===== src/rtl/dpll_pkg.sv =====
// Shared types for the digital PLL core.
package dpll_pkg;

    // Correction request held by the output stage
    typedef enum logic [1:0] {
        ADJ_NONE = 2'd0,
        ADJ_ADV  = 2'd1,
        ADJ_RET  = 2'd2
    } adj_t;

    // One-cycle events from the loop filter
    typedef struct packed {
        logic adv;
        logic ret;
    } lf_evt_t;

endpackage


===== src/rtl/dpll_phase_det.sv =====
// Phase detectors: a registered XOR and an edge-triggered set/clear flop.
// Assumes ref_in and fb_in are already synchronous to clk.
module dpll_phase_det (
    input  logic clk,
    input  logic rst_n,
    input  logic ref_in,
    input  logic fb_in,
    output logic xor_out,
    output logic edge_out
);
    logic ref_q, fb_q, xor_q, edge_q;
    logic ref_rise, fb_rise;

    assign ref_rise = ref_in & ~ref_q;
    assign fb_rise  = fb_in & ~fb_q;

    // Sample inputs, form XOR result, and set/clear edge result
    always_ff @(posedge clk) begin
        if (!rst_n) begin
            ref_q  <= 1'b0;
            fb_q   <= 1'b0;
            xor_q  <= 1'b0;
            edge_q <= 1'b0;
        end else begin
            ref_q <= ref_in;
            fb_q  <= fb_in;
            xor_q <= ref_in ^ fb_in;
            if (ref_rise && !fb_rise)
                edge_q <= 1'b1;
            else if (fb_rise && !ref_rise)
                edge_q <= 1'b0;
        end
    end

    assign xor_out  = xor_q;
    assign edge_out = edge_q;


    xor_follow_chk: assert property (@(posedge clk) disable iff (!rst_n)
        1'b1 |=> (xor_out == ($past(ref_in) ^ $past(fb_in))));

    edge_set_chk: assert property (@(posedge clk) disable iff (!rst_n)
        (ref_in && !ref_q && !(fb_in && !fb_q)) |=> edge_out);

    edge_clr_chk: assert property (@(posedge clk) disable iff (!rst_n)
        (fb_in && !fb_q && !(ref_in && !ref_q)) |=> !edge_out);
endmodule


===== src/rtl/dpll_loop_filter.sv =====
// Variable-length up/down loop-filter counter. Length is code+2 stages;
// code 0 turns it off. Overflow and underflow raise one-cycle events and
// reload the midpoint. A code change reloads the midpoint of the new length.
module dpll_loop_filter #(
    parameter int CODE_W = 4
) (
    input  logic                  clk,
    input  logic                  rst_n,
    input  logic                  up_dir,
    input  logic                  kclk_en,
    input  logic [CODE_W-1:0]     mod_code,
    output dpll_pkg::lf_evt_t     evt
);
    localparam int LEN_OFS = 2;
    localparam int CNT_W   = (1 << CODE_W) - 1 + LEN_OFS;

    logic [CODE_W-1:0] code_q;
    logic [CNT_W-1:0]  cnt_q;
    logic [CNT_W-1:0]  top_val, mid_val, new_mid;
    logic              adv_q, ret_q;

    // All-ones value of the selected length
    function automatic logic [CNT_W-1:0] top_of(input logic [CODE_W-1:0] c);
        return {CNT_W{1'b1}} >> (CNT_W - LEN_OFS - int'(c));
    endfunction

    // Limits for the active length and for a newly requested one
    always_comb begin
        top_val = top_of(code_q);
        mid_val = (top_val >> 1) + 1'b1;
        new_mid = (mod_code == '0) ? '0 : ((top_of(mod_code) >> 1) + 1'b1);
    end

    // Count, detect the limits, and reload on events or code change
    always_ff @(posedge clk) begin
        if (!rst_n) begin
            code_q <= '0;
            cnt_q  <= '0;
            adv_q  <= 1'b0;
            ret_q  <= 1'b0;
        end else begin
            adv_q <= 1'b0;
            ret_q <= 1'b0;
            if (mod_code != code_q) begin
                code_q <= mod_code;
                cnt_q  <= new_mid;
            end else if (kclk_en && code_q != '0) begin
                if (up_dir) begin
                    if (cnt_q == top_val) begin
                        adv_q <= 1'b1;
                        cnt_q <= mid_val;
                    end else begin
                        cnt_q <= cnt_q + 1'b1;
                    end
                end else begin
                    if (cnt_q == '0) begin
                        ret_q <= 1'b1;
                        cnt_q <= mid_val;
                    end else begin
                        cnt_q <= cnt_q - 1'b1;
                    end
                end
            end
        end
    end

    assign evt.adv = adv_q;
    assign evt.ret = ret_q;


    cnt_range_chk: assert property (@(posedge clk) disable iff (!rst_n)
        (code_q != '0) |-> (cnt_q <= top_val));

    evt_reload_chk: assert property (@(posedge clk) disable iff (!rst_n)
        (adv_q || ret_q) |-> (cnt_q == mid_val));

    evt_excl_chk: assert property (@(posedge clk) disable iff (!rst_n)
        !(adv_q && ret_q));

    off_quiet_chk: assert property (@(posedge clk) disable iff (!rst_n)
        (code_q == '0 && mod_code == '0) |=> (!adv_q && !ret_q && cnt_q == '0));

    code_reload_chk: assert property (@(posedge clk) disable iff (!rst_n)
        (mod_code != code_q && mod_code != '0) |=> (cnt_q == mid_val && !adv_q && !ret_q));
endmodule


===== src/rtl/dpll_incdec.sv =====
// Output pulse-stream stage. It toggles on every second enable. It holds
// one correction request, which moves one toggle a single enable earlier
// or later. Assumes adv and ret never arrive in the same cycle.
module dpll_incdec (
    input  logic                clk,
    input  logic                rst_n,
    input  logic                idclk_en,
    input  dpll_pkg::lf_evt_t   evt,
    output logic                id_out
);
    import dpll_pkg::*;

    adj_t pend_q, pend_base, pend_d;
    logic half_q, id_q;
    logic use_adv, use_ret;

    assign use_adv = idclk_en && (pend_q == ADJ_ADV) && !half_q;
    assign use_ret = idclk_en && (pend_q == ADJ_RET) && half_q;

    // Next request: consume, then merge a new event (opposites cancel)
    always_comb begin
        pend_base = (use_adv || use_ret) ? ADJ_NONE : pend_q;
        if (evt.adv)
            pend_d = (pend_base == ADJ_RET) ? ADJ_NONE : ADJ_ADV;
        else if (evt.ret)
            pend_d = (pend_base == ADJ_ADV) ? ADJ_NONE : ADJ_RET;
        else
            pend_d = pend_base;
    end

    // Advance the half-period phase and the output on each enable
    always_ff @(posedge clk) begin
        if (!rst_n) begin
            pend_q <= ADJ_NONE;
            half_q <= 1'b0;
            id_q   <= 1'b0;
        end else begin
            pend_q <= pend_d;
            if (idclk_en) begin
                if (use_adv) begin
                    id_q <= ~id_q;
                end else if (!use_ret) begin
                    half_q <= ~half_q;
                    if (half_q)
                        id_q <= ~id_q;
                end
            end
        end
    end

    assign id_out = id_q;


    id_hold_chk: assert property (@(posedge clk) disable iff (!rst_n)
        !idclk_en |=> (id_out == $past(id_out)));

    adv_early_chk: assert property (@(posedge clk) disable iff (!rst_n)
        use_adv |=> (id_out != $past(id_out)));

    ret_skip_chk: assert property (@(posedge clk) disable iff (!rst_n)
        use_ret |=> (id_out == $past(id_out)));

    pend_legal_chk: assert property (@(posedge clk) disable iff (!rst_n)
        (pend_q == ADJ_NONE || pend_q == ADJ_ADV || pend_q == ADJ_RET));
endmodule


===== src/rtl/dpll_core.sv =====
// Top of the first-order digital PLL: detectors, selectable filter input,
// loop filter and output stage. The feedback divider is external.
module dpll_core #(
    parameter int CODE_W = 4
) (
    input  logic              clk,
    input  logic              rst_n,
    input  logic              ref_in,
    input  logic              fb_in,
    input  logic              det_sel,
    input  logic [CODE_W-1:0] mod_code,
    input  logic              kclk_en,
    input  logic              idclk_en,
    output logic              xor_out,
    output logic              edge_out,
    output logic              id_out
);
    dpll_pkg::lf_evt_t lf_evt;
    logic              up_dir;

    dpll_phase_det u_pd (
        .clk      (clk),
        .rst_n    (rst_n),
        .ref_in   (ref_in),
        .fb_in    (fb_in),
        .xor_out  (xor_out),
        .edge_out (edge_out)
    );

    // Detector chosen to steer the loop filter
    assign up_dir = det_sel ? edge_out : xor_out;

    dpll_loop_filter #(.CODE_W(CODE_W)) u_lf (
        .clk      (clk),
        .rst_n    (rst_n),
        .up_dir   (up_dir),
        .kclk_en  (kclk_en),
        .mod_code (mod_code),
        .evt      (lf_evt)
    );

    dpll_incdec u_id (
        .clk      (clk),
        .rst_n    (rst_n),
        .idclk_en (idclk_en),
        .evt      (lf_evt),
        .id_out   (id_out)
    );
endmodule


===== config.mk =====
export PLATFORM = sky130hd
export DESIGN_NAME = dpll_core
export DESIGN_NICKNAME = d
export VERILOG_FILES = /design/src/rtl/dpll_pkg.sv /design/src/rtl/dpll_phase_det.sv /design/src/rtl/dpll_loop_filter.sv /design/src/rtl/dpll_incdec.sv /design/src/rtl/dpll_core.sv
export SDC_FILE = /design/constraint.sdc
export NUM_CORES = 1
export LEC_CHECK = 0
export ABC_AREA = 1
export BUFFER_PORTS_ARGS = -buffer_cell sky130_fd_sc_hd__buf_2
export CAP_MARGIN = 20
export CORE_MARGIN = 2
export CORE_UTILIZATION = 40
export CTS_BUF_LIST = sky130_fd_sc_hd__clkbuf_4 sky130_fd_sc_hd__clkbuf_8
export DETAILED_ROUTE_END_ITERATION = 7
export GPL_ROUTABILITY_DRIVEN = 1
export GPL_TIMING_DRIVEN = 0
export SYNTH_ARGS = -nofsm -noshare
export SYNTH_HDL_FRONTEND = slang
export SYNTH_HIERARCHICAL = 1
export SYNTH_SLANG_ARGS = --single-unit
export TNS_END_PERCENT = 50

===== constraint.sdc =====
create_clock -name clk -period 2.5 [get_ports clk]
set_input_delay 0.25 -clock clk [delete_from_list [all_inputs] [get_ports clk]]
set_output_delay 0.25 -clock clk [all_outputs]
set_load 0.03 [all_outputs]

---- Word-level counts from Yosys, hierarchy flattened ----
Cells that the tools add are included.
word-level totals
  word-level logic and storage cells ...... 78
  input bits .............................. 11
  register bits after elaboration ......... 31
cells by class
  multiplexer cells ....................... 19
  shifts and indexed selects .............. 2
  equal/unequal tests ..................... 7
  reduce and logical (&&, ||, !) cells .... 21
  bitwise operators ....................... 12
  add/sub/neg operators ................... 6
operator list
  kind                                                                    number
  17-bit 2-to-1 mux                                                       6
  17-bit by 32-bit right shift with 17-bit output (first input constant)  2
  16-bit by 1-bit adder with 17-bit output (second input constant)        2
  17-bit by 1-bit adder with 17-bit output (second input constant)        1
  17-bit equality test                                                    1
  17-bit zero test                                                        1
  17-bit by 1-bit subtractor with 17-bit output (second input constant)   1
  4-bit by 4-bit subtractor with 5-bit output (first input constant)      2
  1-bit 2-to-1 mux                                                        9
  1-bit inverter                                                          9
  2-bit 2-to-1 mux                                                        4
  4-bit OR reduction                                                      2
  1-bit logical AND                                                       7
  3-bit AND reduction                                                     2
  2-bit nonzero test                                                      3
  2-bit by 1-bit equality test with 1-bit output (second input constant)  2
  2-bit equality test (second input constant)                             2
  4-bit zero test                                                         1
  4-bit != test                                                           1
  4-bit nonzero test                                                      1
  1-bit zero test                                                         3
  1-bit bitwise AND                                                       2
  2-bit by 1-bit != test with 1-bit output (second input constant)        1
  1-bit logical OR                                                        1
  1-bit XOR                                                               1

---- Longest topological paths before layout ----
Gate-level depths: netlist of run 1.
  depth in word-level cells ............... 9
  mapped depth ............................ 17
  depth with buffers taken out ............ 16

---- Hierarchy ----
The synthesis of run 1 kept the hierarchy.
by module, submodules not included
  module            cells each  sequential area each (um^2)  area each (um^2)  times used
  dpll_loop_filter  537         460.4                        3,049.2           1
  dpll_incdec       31          80.1                         210.2             1
  dpll_phase_det    22          80.1                         156.4             1
  dpll_core         4           0.0                          15.0              1

---- Worst setup path before layout of run 1 ----
No wires, ideal clock.
  path kind ............................... reg-to-reg
  start ................................... register u_lf.cnt_q[1]
  end ..................................... register u_lf.cnt_q[12]
  data arrival time ....................... 1,702 ps
  period minus slack after synthesis ...... 1,761 ps
  required time ........................... 2,441 ps
  path slack .............................. 739 ps
  stages on the path, launching flop included .. 12
  path buffers ............................ 0
  cells stage by stage .................... dfxtp_1 > ha_1 > nand2_1 > nor2_1 > nand3_1 > nor2_1 > nand3_1 > xor2_1 > or2_1 > nand3_1 > nand2_1 > nand2_1
between the ends
  longest elaborated chain between the ends .. 5
  elaborated cells on any way between the ends .. 9
  classes of those cells .................. add/sub (2); eq/ne (1); mux (5); reduce/logical (1)
RTL lines
  what                                                                   RTL line                                        source
  start: declaration                                                     dpll_loop_filter.sv:18                          logic [CNT_W-1:0] cnt_q;
  start signal: assignment                                               dpll_loop_filter.sv:46                          cnt_q <= new_mid;
  start signal: assignment                                               dpll_loop_filter.sv:51                          cnt_q <= mid_val;
  start signal: assignment                                               dpll_loop_filter.sv:53                          cnt_q <= cnt_q + 1'b1;
  17-bit by 1-bit subtractor with 17-bit output (tied with other cells)  dpll_loop_filter.sv:60                          cnt_q <= cnt_q - 1'b1;
  17-bit 2-to-1 mux, on equally long branches                            dpll_loop_filter.sv:56, dpll_loop_filter.sv:49
  17-bit 2-to-1 mux *                                                    dpll_loop_filter.sv:48                          if (up_dir) begin
  17-bit 2-to-1 mux *                                                    dpll_loop_filter.sv:47                          end else if (kclk_en && code_q != '0) begin
  17-bit 2-to-1 mux *                                                    dpll_loop_filter.sv:44                          if (mod_code != code_q) begin
Mark *: on every way between the ends. The rest lies on a longest branch, timed or not. The select of a mux whose other input is x is not followed.
A chain may end at the register's enable or synchronous reset.

---- Final worst setup path of run 1 ----
  start ................................... register u_lf.cnt_q[2]
  end ..................................... register u_lf.cnt_q[13]
The elaborated chain is that of the path after synthesis.

==> results of run 1 <==
==> power groups by stage <==
stage               logic, mW  clock network (mW)  registers [mW]
finish                  0.674               0.393           0.554
global route            0.750               0.435           0.556
CTS                     0.667               0.403           0.548
detailed placement      0.664                   0           0.559
global placement        0.663                   0           0.558
floorplan               0.491                   0           0.556
==> worst max-delay path by stage <==
| stage | end | slack (ns) | startpoint |
|---|---|---|---|
| 2_1_floorplan | u_lf/cnt_q[12] | 0.74 | u_lf/cnt_q[1] |
| 3_3_place_gp | u_lf/cnt_q[8] | 0.18 | u_lf/cnt_q[11] |
| 3_5_place_dp | u_lf/cnt_q[14] | 0.19 | u_lf/cnt_q[11] |
| 4_1_cts | u_lf/cnt_q[3] | 0.16 | u_lf/cnt_q[11] |
| 5_1_grt | u_lf/cnt_q[13] | 0.004 | u_lf/cnt_q[2] |
| 6_report | u_lf/cnt_q[13] | 0.17 | u_lf/cnt_q[2] |
==> layer usage <==
| layer | vias up | wire length (um) |
|---|---|---|
| li1 | 1935 | - |
| met1 | 1787 | 5060 |
| met2 | 122 | 4980 |
| met3 | 22 | 594 |
| met4 | 0 | 418 |
| met5 | - | 0 |
==> Yosys cell counts (all sizes together) <==
cell / instances
buf: 16
clkinv: 1
a21oi: 33
xnor2: 2
a31oi: 6
o22ai: 1
o21bai: 2
nand4: 14
o31ai: 1
o211ai: 2
clkbuf: 6
o21ai: 37
nor2: 83
ha: 8
nand3: 64
nand2: 167
inv: 76
nor3: 9
or2: 3
xor2: 28
dfxtp: 31
nor4: 4
==> critical path, delay by kind of cell, from the launching register on <==
family / cells / cell delay [ns]
DFF: 1 / 0.38
and+or+nand+nor: 6 / 1.04
AOI/OAI and AO/OA: 2 / 0.36
buffers and inverters: 2 / 0.45
==> cells by family (layout without fill, tap and decap cells) <==
family,count (synthesis),after routing,synth area share [%]
AO/OA/AOI/OAI,82,82,13.0
XOR/XNOR,30,30,7.66
adder cells (fa/ha/maj),8,8,2.92
buffers and inverters,99,114,12.5
flip-flops,31,31,18.1
AND/OR/NAND/NOR,344,344,45.8
==> state kept, by name (all words and copies together) (netlist names) <==
signal / count
u_id/id_out: 1
u_lf/code_q: 4
u_pd/edge_out: 1
u_lf/adv_q: 1
u_pd/fb_q: 1
u_id/pend_q: 2
u_id/half_q: 1
u_lf/ret_q: 1
u_pd/ref_q: 1
u_pd/xor_out: 1
u_lf/cnt_q: 17
==> cell type report <==
class,instances,area (um^2),share of cell area [%]
Multi-Input combinational cell,464,2380,64.5
Sequential cell,31,621,16.8
Inverter,77,292,7.90
Buffer,21,134,3.63
Tap cell,105,131,3.56
Clock buffer,6,82.6,2.24
Timing Repair Buffer,9,45.0,1.22
Clock inverter,1,5.00,0.136
==> results.json, run 1 <==
{
  "ys_top_cells_by_area": "dfxtp_1 (18%), nand2_1 (17%), nand3_1 (8.9%)",
  "syn_inst": 594,
  "drcViolationCount": 0,
  "tightestPinTransition_ns": 0.517,
  "drt_iter0_markers": 284,
  "slew_viol_final": 0,
  "internal_power_uw": 947,
  "p_sw_uw": 674,
  "rr_worst_depth": 10,
  "grt.met3_usage_pct": 3.32,
  "worstSetupPathType": "flip-flop to flip-flop",
  "routedWlPerCell_um": 15.5,
  "grt_pass1_wl_um": 17800,
  "cp-end-kind": "flip-flop",
  "wirelength_um": 11100,
  "start_kind": "flip-flop",
  "finalHoldViolCount": 0,
  "peakVddDrop_uv": 362,
  "dp_hpwl_um": 8820,
  "switching_share_pct": 41.6,
  "cts_resized": 0,
  "setup_viol": 0,
  "holdCritPathClass": "input pin to flip-flop",
  "p_leak_nw": 1.79,
  "fp.dieH_um": 96.6,
  "layout.cells.non_filler": 714,
  "ant_nets": 0,
  "power_mw": 1.62,
  "status": "complete, no violations",
  "post-cts-setup-buffers": 0,
  "timing.final.crit_share_pct": 93.2,
  "io_buffers": 9,
  "power.share.sequential_pct": 34.2,
  "grt-busiest-layer": "met2",
  "fillers": 926,
  "ios": 14,
  "power.density_nw_per_um2": 439,
  "yosysTopAreaCell": "dfxtp_1",
  "grt-ovfl-total": 0,
  "dr.pass1.iters": 4,
  "gr-usage-met2_pct": 37.7,
  "p_comb_share_pct": 41.6,
  "holdPathEnd": "u_pd/ref_q",
  "fmax_ghz": 0.429,
  "via_count": 3866,
  "gp_congestion": 0.986,
  "rr_startpoint": "u_lf/cnt_q[2]",
  "cp_slowest_stage_delay_ns": 0.38,
  "final_layout_size_suffix_gt1_share_pct": 10.8,
  "core-area_um2": 8260,
  "reg2reg_slack_ns": 0.17,
  "cts_buffer_depth": 2,
  "drv_cap": 0,
  "worstPathArrival_ns": 2.50,
  "max-slew-margin-rel_pct": 65.5,
  "grt_pass1_vias": 3574,
  "worstHoldStart": "ref_in",
  "syn-num-nets": 613,
  "tns_ns": 0,
  "critPathSlowestCell": "dfxtp_1",
  "track_usage_pct": 23.4,
  "p_clk_share_pct": 24.3,
  "initial_core_util_pct": 41.5,
  "syn_area_per_cell_um2": 5.78,
  "clock_sinks": 31,
  "ys_seq_area_share_pct": 18.1,
  "cts_buffers": 5,
  "rows": 33,
  "holdPathStages": 3,
  "grt_antenna_before_repair": 0,
  "rsz0062_at_grt": "false",
  "synth_seq_cells": 31,
  "r2r-end": "u_lf/cnt_q[13]",
  "fin_nets": 628,
  "ys_types": 39,
  "cts_tree": "done",
  "synth.cell_area_um2": 3430,
  "fin_skew_ns": 0.00405,
  "clock_latency_ns": 0.28,
  "whs_ns": 0.194,
  "mostFrequentLayoutCells": "nand2_1 (158), nor2_1 (74), inv_1 (70), nand3_1 (61), o21ai_0 (34)",
  "place_ws_ns": 0.191,
  "root_buffer": "clkbuf_8",
  "dp.cells": 708,
  "grtUsageMet1_pct": 30.9,
  "antennaDiodeCount": 0,
  "fin_ws_ns": 0.170,
  "final_core_util_pct": 44.7,
  "die_w_um": 96.6,
  "h-tree-depth": 2,
  "path_cells": "inv_1 -> nand2_1 -> nor4_1 -> nand2_1 -> nand2_2 -> inv_1 -> a21oi_1 -> nand3_1 -> a21oi_1 -> nor2_1",
  "synth_warnings": 6,
  "clk_pin_slew_ns": 0.06,
  "cts_hold_buf": 0,
  "dieArea_um2": 9330,
  "grt_max_degree": 17,
  "area_delta_synth_final_pct": 7.59,
  "synth_top_area_share_pct": 18.1,
  "viasPerCell": 5.41,
  "fin_crit_ns": 2.33,
  "worst-endpoint-required_ns": 2.67,
  "place_area_um2": 3610,
  "stdcell_area_um2": 3690,
  "layout_commonest_cell": "nand2_1",
  "cp_max_fo": 9
}
Note: power is estimated with default switching activity, not from simulation.
==> inputs of run 2 (changes only) <==
--- a/config.mk
+++ b/config.mk
@@ -16,6 +16,5 @@
 export GPL_TIMING_DRIVEN = 0
 export SYNTH_ARGS = -nofsm -noshare
 export SYNTH_HDL_FRONTEND = slang
-export SYNTH_HIERARCHICAL = 1
 export SYNTH_SLANG_ARGS = --single-unit
 export TNS_END_PERCENT = 50
==> run 2 against run 1 <==
Design area is 5.0% lower; highest routed layer unchanged; register-to-register slack improved by 0.07 ns; clock skew rose by 0.0025 ns.
==> results.json, run 2 <==
{
  "status": "complete, no violations",
  "fin_skew_ns": 0.00658,
  "track_usage_pct": 25.8,
  "setup_viol": 0,
  "finalHoldViolCount": 0,
  "core-area_um2": 7770,
  "h-tree-depth": 2,
  "dieArea_um2": 8830,
  "rsz0062_at_grt": "false",
  "cp_slowest_stage_delay_ns": 0.40,
  "reg2reg_slack_ns": 0.24,
  "clock_sinks": 31,
  "io_buffers": 9,
  "fmax_ghz": 0.442,
  "internal_power_uw": 924,
  "ys_seq_area_share_pct": 19.2,
  "grt_antenna_before_repair": 0,
  "yosysMostFrequentCell": "nand2_1",
  "worst-endpoint-required_ns": 2.73,
  "syn_area_per_cell_um2": 5.88,
  "fin_nets": 586,
  "slew_viol_final": 0,
  "final_core_util_pct": 45.2,
  "worstSetupEndpoint": "u_lf.cnt_q[16]",
  "ant_nets": 0,
  "timing.final.crit_share_pct": 90.6,
  "cts_buffer_depth": 2,
  "routedWlPerCell_um": 15.9,
  "antennaDiodeCount": 0,
  "worstPathArrival_ns": 2.49,
  "ios": 14,
  "gp_congestion": 1.02,
  "cp-end-kind": "flip-flop",
  "drcViolationCount": 0,
  "path_cells": "ha_1 -> nand2_1 -> nor3_2 -> nand2_1 -> nor2_1 -> nand3_1 -> xor2_1 -> nand2_1 -> nand3_1 -> nand3_1 -> a21oi_1",
  "syn-num-nets": 570,
  "layout_commonest_cell": "nand2_1",
  "tightestPinTransition_ns": 0.563,
  "clk_pin_slew_ns": 0.07,
  "ys_top_cells_by_area": "dfxtp_1 (19%), nand2_1 (15%), xor2_1 (8.9%)",
  "final_layout_size_suffix_gt1_share_pct": 12.3,
  "critPathSlowestCell": "nor3_2",
  "syn_inst": 551,
  "p_leak_nw": 1.68,
  "via_count": 3607,
  "largest_reg_flops": 17,
  "tns_ns": 0,
  "dp.cells": 662,
  "dp_hpwl_um": 8500,
  "p_sw_uw": 632,
  "async_reset_ff_share_pct": 0,
  "layout.cells.non_filler": 670,
  "grt_pass1_vias": 3467,
  "power_mw": 1.56,
  "mostFrequentLayoutCells": "nand2_1 (132), inv_1 (70), nor2_1 (61), nand3_1 (49), xor2_1 (33)",
  "p_clk_share_pct": 26.4,
  "holdCritPathClass": "input pin to flip-flop",
  "fp.dieH_um": 94.0,
  "grt-ovfl-total": 0,
  "peakVddDrop_uv": 307,
  "cts_hold_buf": 0,
  "viasPerCell": 5.38,
  "synth_top_area_share_pct": 19.2,
  "drv_cap": 0,
  "r2r-end": "u_lf.cnt_q[16]",
  "root_buffer": "clkbuf_8",
  "synth_warnings": 0,
  "worstSetupPathType": "flip-flop to flip-flop",
  "ys_types": 38,
  "cp_max_fo": 5,
  "rr_worst_depth": 11,
  "top_regs": "u_lf.cnt_q: 17 flops, u_lf.code_q: 4 flops, u_id.pend_q: 2 flops",
  "power.density_nw_per_um2": 444,
  "synth_seq_cells": 31,
  "clock_latency_ns": 0.29,
  "power.share.sequential_pct": 34.8,
  "largest-register": "u_lf.cnt_q",
  "rows": 32,
  "fin_crit_ns": 2.26,
  "synth_common_cells": "nand2_1 (132), inv_1 (70), nor2_1 (61)",
  "holdPathStages": 3,
  "wirelength_um": 10700,
  "switching_share_pct": 40.6,
  "cts_resized": 0,
  "dr.pass1.iters": 5,
  "drt_iter0_markers": 354,
  "area_delta_synth_final_pct": 8.27,
  "cts_buffers": 5,
  "max-slew-margin-rel_pct": 62.5,
  "p_comb_share_pct": 38.7,
  "start_kind": "flip-flop",
  "grt_pass1_wl_um": 17500,
  "rr_startpoint": "u_lf.cnt_q[1]",
  "die_w_um": 94.0,
  "synth_ff_type": "dfxtp_1",
  "post-cts-setup-buffers": 0,
  "grt_max_degree": 11,
  "synth-edff-count": 0,
  "initial_core_util_pct": 41.7,
  "cts_tree": "done",
  "synth.cell_area_um2": 3240,
  "yosysTopAreaCell": "dfxtp_1",
  "startpoint": "u_lf.cnt_q[1]"
}
## run 2: changes by cell type in the layout (fill, tap and decap cells not counted), moves of 5 or more
cell	before	now
o21ai_1	1	6
nand3_1	61	49
nor2_2	4	10
nand2_1	158	132
xor2_1	28	33
nor2_1	74	61
nor3_1	8	13
buf_2	17	22
o21ai_0	34	17
## run 2: critical path: cells and delay by family (launching register included)
family	cells	cell delay [ns]
AO/OA/AOI/OAI	1	0.12
XOR/XNOR	1	0.18
adder cells (fa/ha/maj)	1	0.26
flip-flops	1	0.39
AND/OR/NAND/NOR	8	1.24
## run 2: area by class of cell
type	count	area, um^2
repair buffers	9	45.0
flip-flops and latches	31	621
multi-input cells	421	2220
clock inverters	1	5.00
inverters	76	285
clock buffers	7	83.8
fillers	870	4260
well taps	102	128
plain buffers	23	115
## run 2: worst min path at each step
stage                          start              to  slack [ns]
after global routing          ref_in      u_pd.ref_q        0.20
after detailed placement  u_lf.adv_q  u_id.pend_q[1]        0.42
after CTS                      fb_in       u_pd.fb_q        0.19
after global placement    u_lf.adv_q  u_id.pend_q[1]        0.42
final                          fb_in       u_pd.fb_q        0.19
after floorplan                fb_in       u_pd.fb_q        0.34
## run 2: metal layers
layer  GRT usage (%)  part of all wire, %  wire [um]  up-vias
met3            2.33                  8.5        905       17
met5               0                    0          0        -
met4            8.57                  2.3        250        0
met2            41.8                   45       4820      146
met1            35.9                   44       4680     1641
li1                -                    -          -     1803
## run 2: through the flow
stage | hold WS (ns) | setup slack (ns) | area, um^2
2_1_floorplan | 0.343 | 0.642 | 3240
3_3_place_gp | 0.416 | 0.0348 | 3410
3_5_place_dp | 0.417 | 0.0607 | 3410
4_1_cts | 0.195 | 0.0492 | 3500
5_1_grt | 0.202 | 0.0451 | 3510
6_report | 0.191 | 0.236 | 3510
## run 2: cells by family after synthesis
logic type,count (synthesis),synth area share [%]
fa+ha+maj,8,3.09
xor+xnor,36,9.73
compound gates,73,13.2
buf+inv,99,12.3
flops,31,19.2
simple gates,304,42.4
## run 2: power by group through the flow
stage / Sequential (mW) / Combinational (mW) / Clock [mW]
6_report: 0.542 / 0.603 / 0.411
5_1_grt: 0.544 / 0.674 / 0.450
4_1_cts: 0.541 / 0.588 / 0.419
3_5_place_dp: 0.552 / 0.586 / 0
3_3_place_gp: 0.552 / 0.586 / 0
2_1_floorplan: 0.553 / 0.435 / 0
==> inputs of run 3 (changes only) <==
--- a/config.mk
+++ b/config.mk
@@ -14,6 +14,7 @@
 export DETAILED_ROUTE_END_ITERATION = 7
 export GPL_ROUTABILITY_DRIVEN = 1
 export GPL_TIMING_DRIVEN = 0
+export SLEW_MARGIN = 20
 export SYNTH_ARGS = -nofsm -noshare
 export SYNTH_HDL_FRONTEND = slang
 export SYNTH_SLANG_ARGS = --single-unit
==> constraint.sdc (replaced) <==
create_clock -name clk -period 1.91 [get_ports clk]
set_input_delay 0.191 -clock clk [delete_from_list [all_inputs] [get_ports clk]]
set_output_delay 0.191 -clock clk [all_outputs]
set_load 0.03 [all_outputs]
==> run 3 against run 2 <==
The run now ends with negative setup slack left; sequential cell count did not move; sequential share of layout area shrank 1.7 points; design area is 13% higher; sequential power increased by 32%; wire length is 5.9% higher; worst setup slack got worse by 0.37 ns; clock skew shrank 0.0020 ns; count of clock-buffer cells in the layout unchanged; clock power increased by 32%; global-route usage increased by 0.88 points; hold slack worse by 0.057 ns; total power is 40% higher; critical path type unchanged; critical endpoint is now u_lf.cnt_q[6]; largest power group unchanged.
==> results.json, run 3 (synthesized netlist as in run 2, its figures left out) <==
{
  "cp_max_fo": 8,
  "power.density_nw_per_um2": 552,
  "layout.cells.non_filler": 682,
  "cts_buffer_depth": 2,
  "r2r-end": "u_lf.cnt_q[6]",
  "root_buffer": "clkbuf_8",
  "h-tree-depth": 2,
  "track_usage_pct": 26.7,
  "gp_congestion": 1.02,
  "worstSetupPathType": "flip-flop to flip-flop",
  "cts_tree": "done",
  "status": "finished with violations",
  "antennaDiodeCount": 0,
  "fin_ws_ns": -0.129,
  "timing.final.crit_share_pct": 107,
  "rr_worst_depth": 15,
  "fin_skew_ns": 0.00459,
  "slew_viol_final": 0,
  "cts_buffers": 5,
  "dr.pass1.iters": 5,
  "fillers": 832,
  "clk_pin_slew_ns": 0.07,
  "dp.cells": 662,
  "layout_commonest_cell": "nand2_1",
  "viasPerCell": 5.58,
  "initial_core_util_pct": 41.7,
  "cts_hold_buf": 0,
  "p_sw_uw": 911,
  "failed_checks": "negative setup slack",
  "startpoint": "u_lf.code_q[2]",
  "clock_sinks": 31,
  "tightestPinTransition_ns": 0.638,
  "worst-endpoint-required_ns": 2.08,
  "grt_pass1_vias": 3590,
  "setup_viol": 15,
  "holdCritPathClass": "input pin to flip-flop",
  "internal_power_mw": 1.27,
  "p_leak_nw": 1.83,
  "area_delta_synth_final_pct": 21.8,
  "rsz0062_at_grt": "true",
  "worstSetupEndpoint": "u_lf.cnt_q[6]",
  "rr_startpoint": "u_lf.code_q[2]",
  "drt_iter0_markers": 331,
  "worstHoldStart": "fb_in",
  "grt_antenna_before_repair": 0,
  "final_core_util_pct": 50.8,
  "finalHoldViolCount": 0,
  "ant_nets": 0,
  "worstPathArrival_ns": 2.21,
  "largest-register": "u_lf.cnt_q",
  "fmax_ghz": 0.490,
  "switching_share_pct": 41.8,
  "drv_cap": 0,
  "rows": 32,
  "clock_latency_ns": 0.29,
  "grt-ovfl-total": 0,
  "ios": 14,
  "p_clk_share_pct": 25.0,
  "via_count": 3808,
  "mostFrequentLayoutCells": "nand2_1 (113), inv_1 (64), nor2_1 (47), nand3_1 (39), xor2_1 (32)",
  "fin_nets": 598,
  "routedWlPerCell_um": 16.5,
  "die_w_um": 94.0,
  "final_layout_size_suffix_gt1_share_pct": 26.2,
  "fp.dieH_um": 94.0,
  "start_kind": "flip-flop",
  "stdcell_area_um2": 3950,
  "drcViolationCount": 0,
  "grt_pass1_wl_um": 18100,
  "max-slew-margin-rel_pct": 57.4,
  "peakVddDrop_uv": 388,
  "fin_crit_ns": 2.04,
  "p_comb_share_pct": 42.1,
  "wirelength_um": 11300,
  "io_buffers": 9,
  "grt_max_degree": 11,
  "power.share.sequential_pct": 32.9,
  "dieArea_um2": 8830,
  "dp_hpwl_um": 8500,
  "top_regs": "u_lf.cnt_q: 17 flops, u_lf.code_q: 4 flops, u_id.pend_q: 2 flops",
  "cp_slowest_stage_delay_ns": 0.32,
  "reg2reg_slack_ns": -0.13,
  "core-area_um2": 7770,
  "largest_reg_flops": 17,
  "cp-end-kind": "flip-flop",
  "path_cells": "buf_8 -> nor2_4 -> nand2_2 -> nand2_4 -> nand2_2 -> inv_2 -> nand3_2 -> nor2_4 -> nand3_4 -> buf_4 -> buf_12 -> nand2_4 -> o21ai_2 -> nand2_1 -> a21oi_2",
  "critPathSlowestCell": "dfxtp_2",
  "place_area_um2": 3410
}
run 3: cell types whose count changed in the layout (fill, tap and decap cells not counted), sizes merged:
cell    delta
buf       +11
clkbuf     +1
run 3: metal layers:
layer	up-vias	wire, um	track usage (%)
met2	179	5210	44.3
met5	-	0	0
met4	0	246	8.09
met1	1774	4930	36.6
met3	21	895	2.33
li1	1834	-	-
run 3: critical path: cells and delay by family, from the launching register on:
kind	cells	cell delay, ns
simple gates	9	0.97
compound gates	2	0.11
flops	1	0.32
buf+inv	4	0.49
run 3: cell type report:
| type | count | area (um^2) | area share, % |
|---|---|---|---|
| clock inverter | 1 | 5.00 | 0.127 |
| multi-input combinational | 421 | 2510 | 63.7 |
| inverter | 76 | 288 | 7.29 |
| clock buffer | 7 | 83.8 | 2.12 |
| timing repair buffer | 22 | 163 | 4.12 |
| sequential | 31 | 633 | 16.0 |
| buffer | 22 | 131 | 3.33 |
| tap | 102 | 128 | 3.23 |
run 3: worst min path at each step:
stage	endpoint	slack, ns	cells past startpoint
5_1_grt	u_pd.ref_q	0.15	3
6_report	u_pd.fb_q	0.13	3
4_1_cts	u_pd.fb_q	0.14	3
3_5_place_dp	u_id.pend_q[1]	0.42	1
2_1_floorplan	u_pd.fb_q	0.28	2
3_3_place_gp	u_id.pend_q[1]	0.42	1
run 3: through the flow:
step | hold slack [ns] | power [mW] | setup WS (ns) | setup TNS, ns
after detailed placement | 0.417 | 1.49 | -0.529 | -4.56
final | 0.134 | 2.18 | -0.129 | -1.13
after global placement | 0.416 | 1.49 | -0.555 | -4.52
after floorplan | 0.284 | 1.29 | 0.0520 | 0
after global routing | 0.145 | 2.31 | -0.224 | -3.24
after CTS | 0.136 | 2.09 | -0.122 | -1.23
run 3: repair_timing:
action                                  in CTS  in global routing
pin swaps                                   14                 25
cloned                                       1                  0
gates resized for setup                     42                 64
setup buffers                               10                  3
endpoints found under the setup margin      19                 19
run 3: power groups by stage:
stage          clock network (mW)  registers, mW  logic, mW
2_1_floorplan                   0          0.724      0.569
3_3_place_gp                    0          0.722      0.768
3_5_place_dp                    0          0.722      0.767
4_1_cts                     0.549          0.709      0.833
5_1_grt                     0.585          0.720       1.00
6_report                    0.544          0.716      0.918
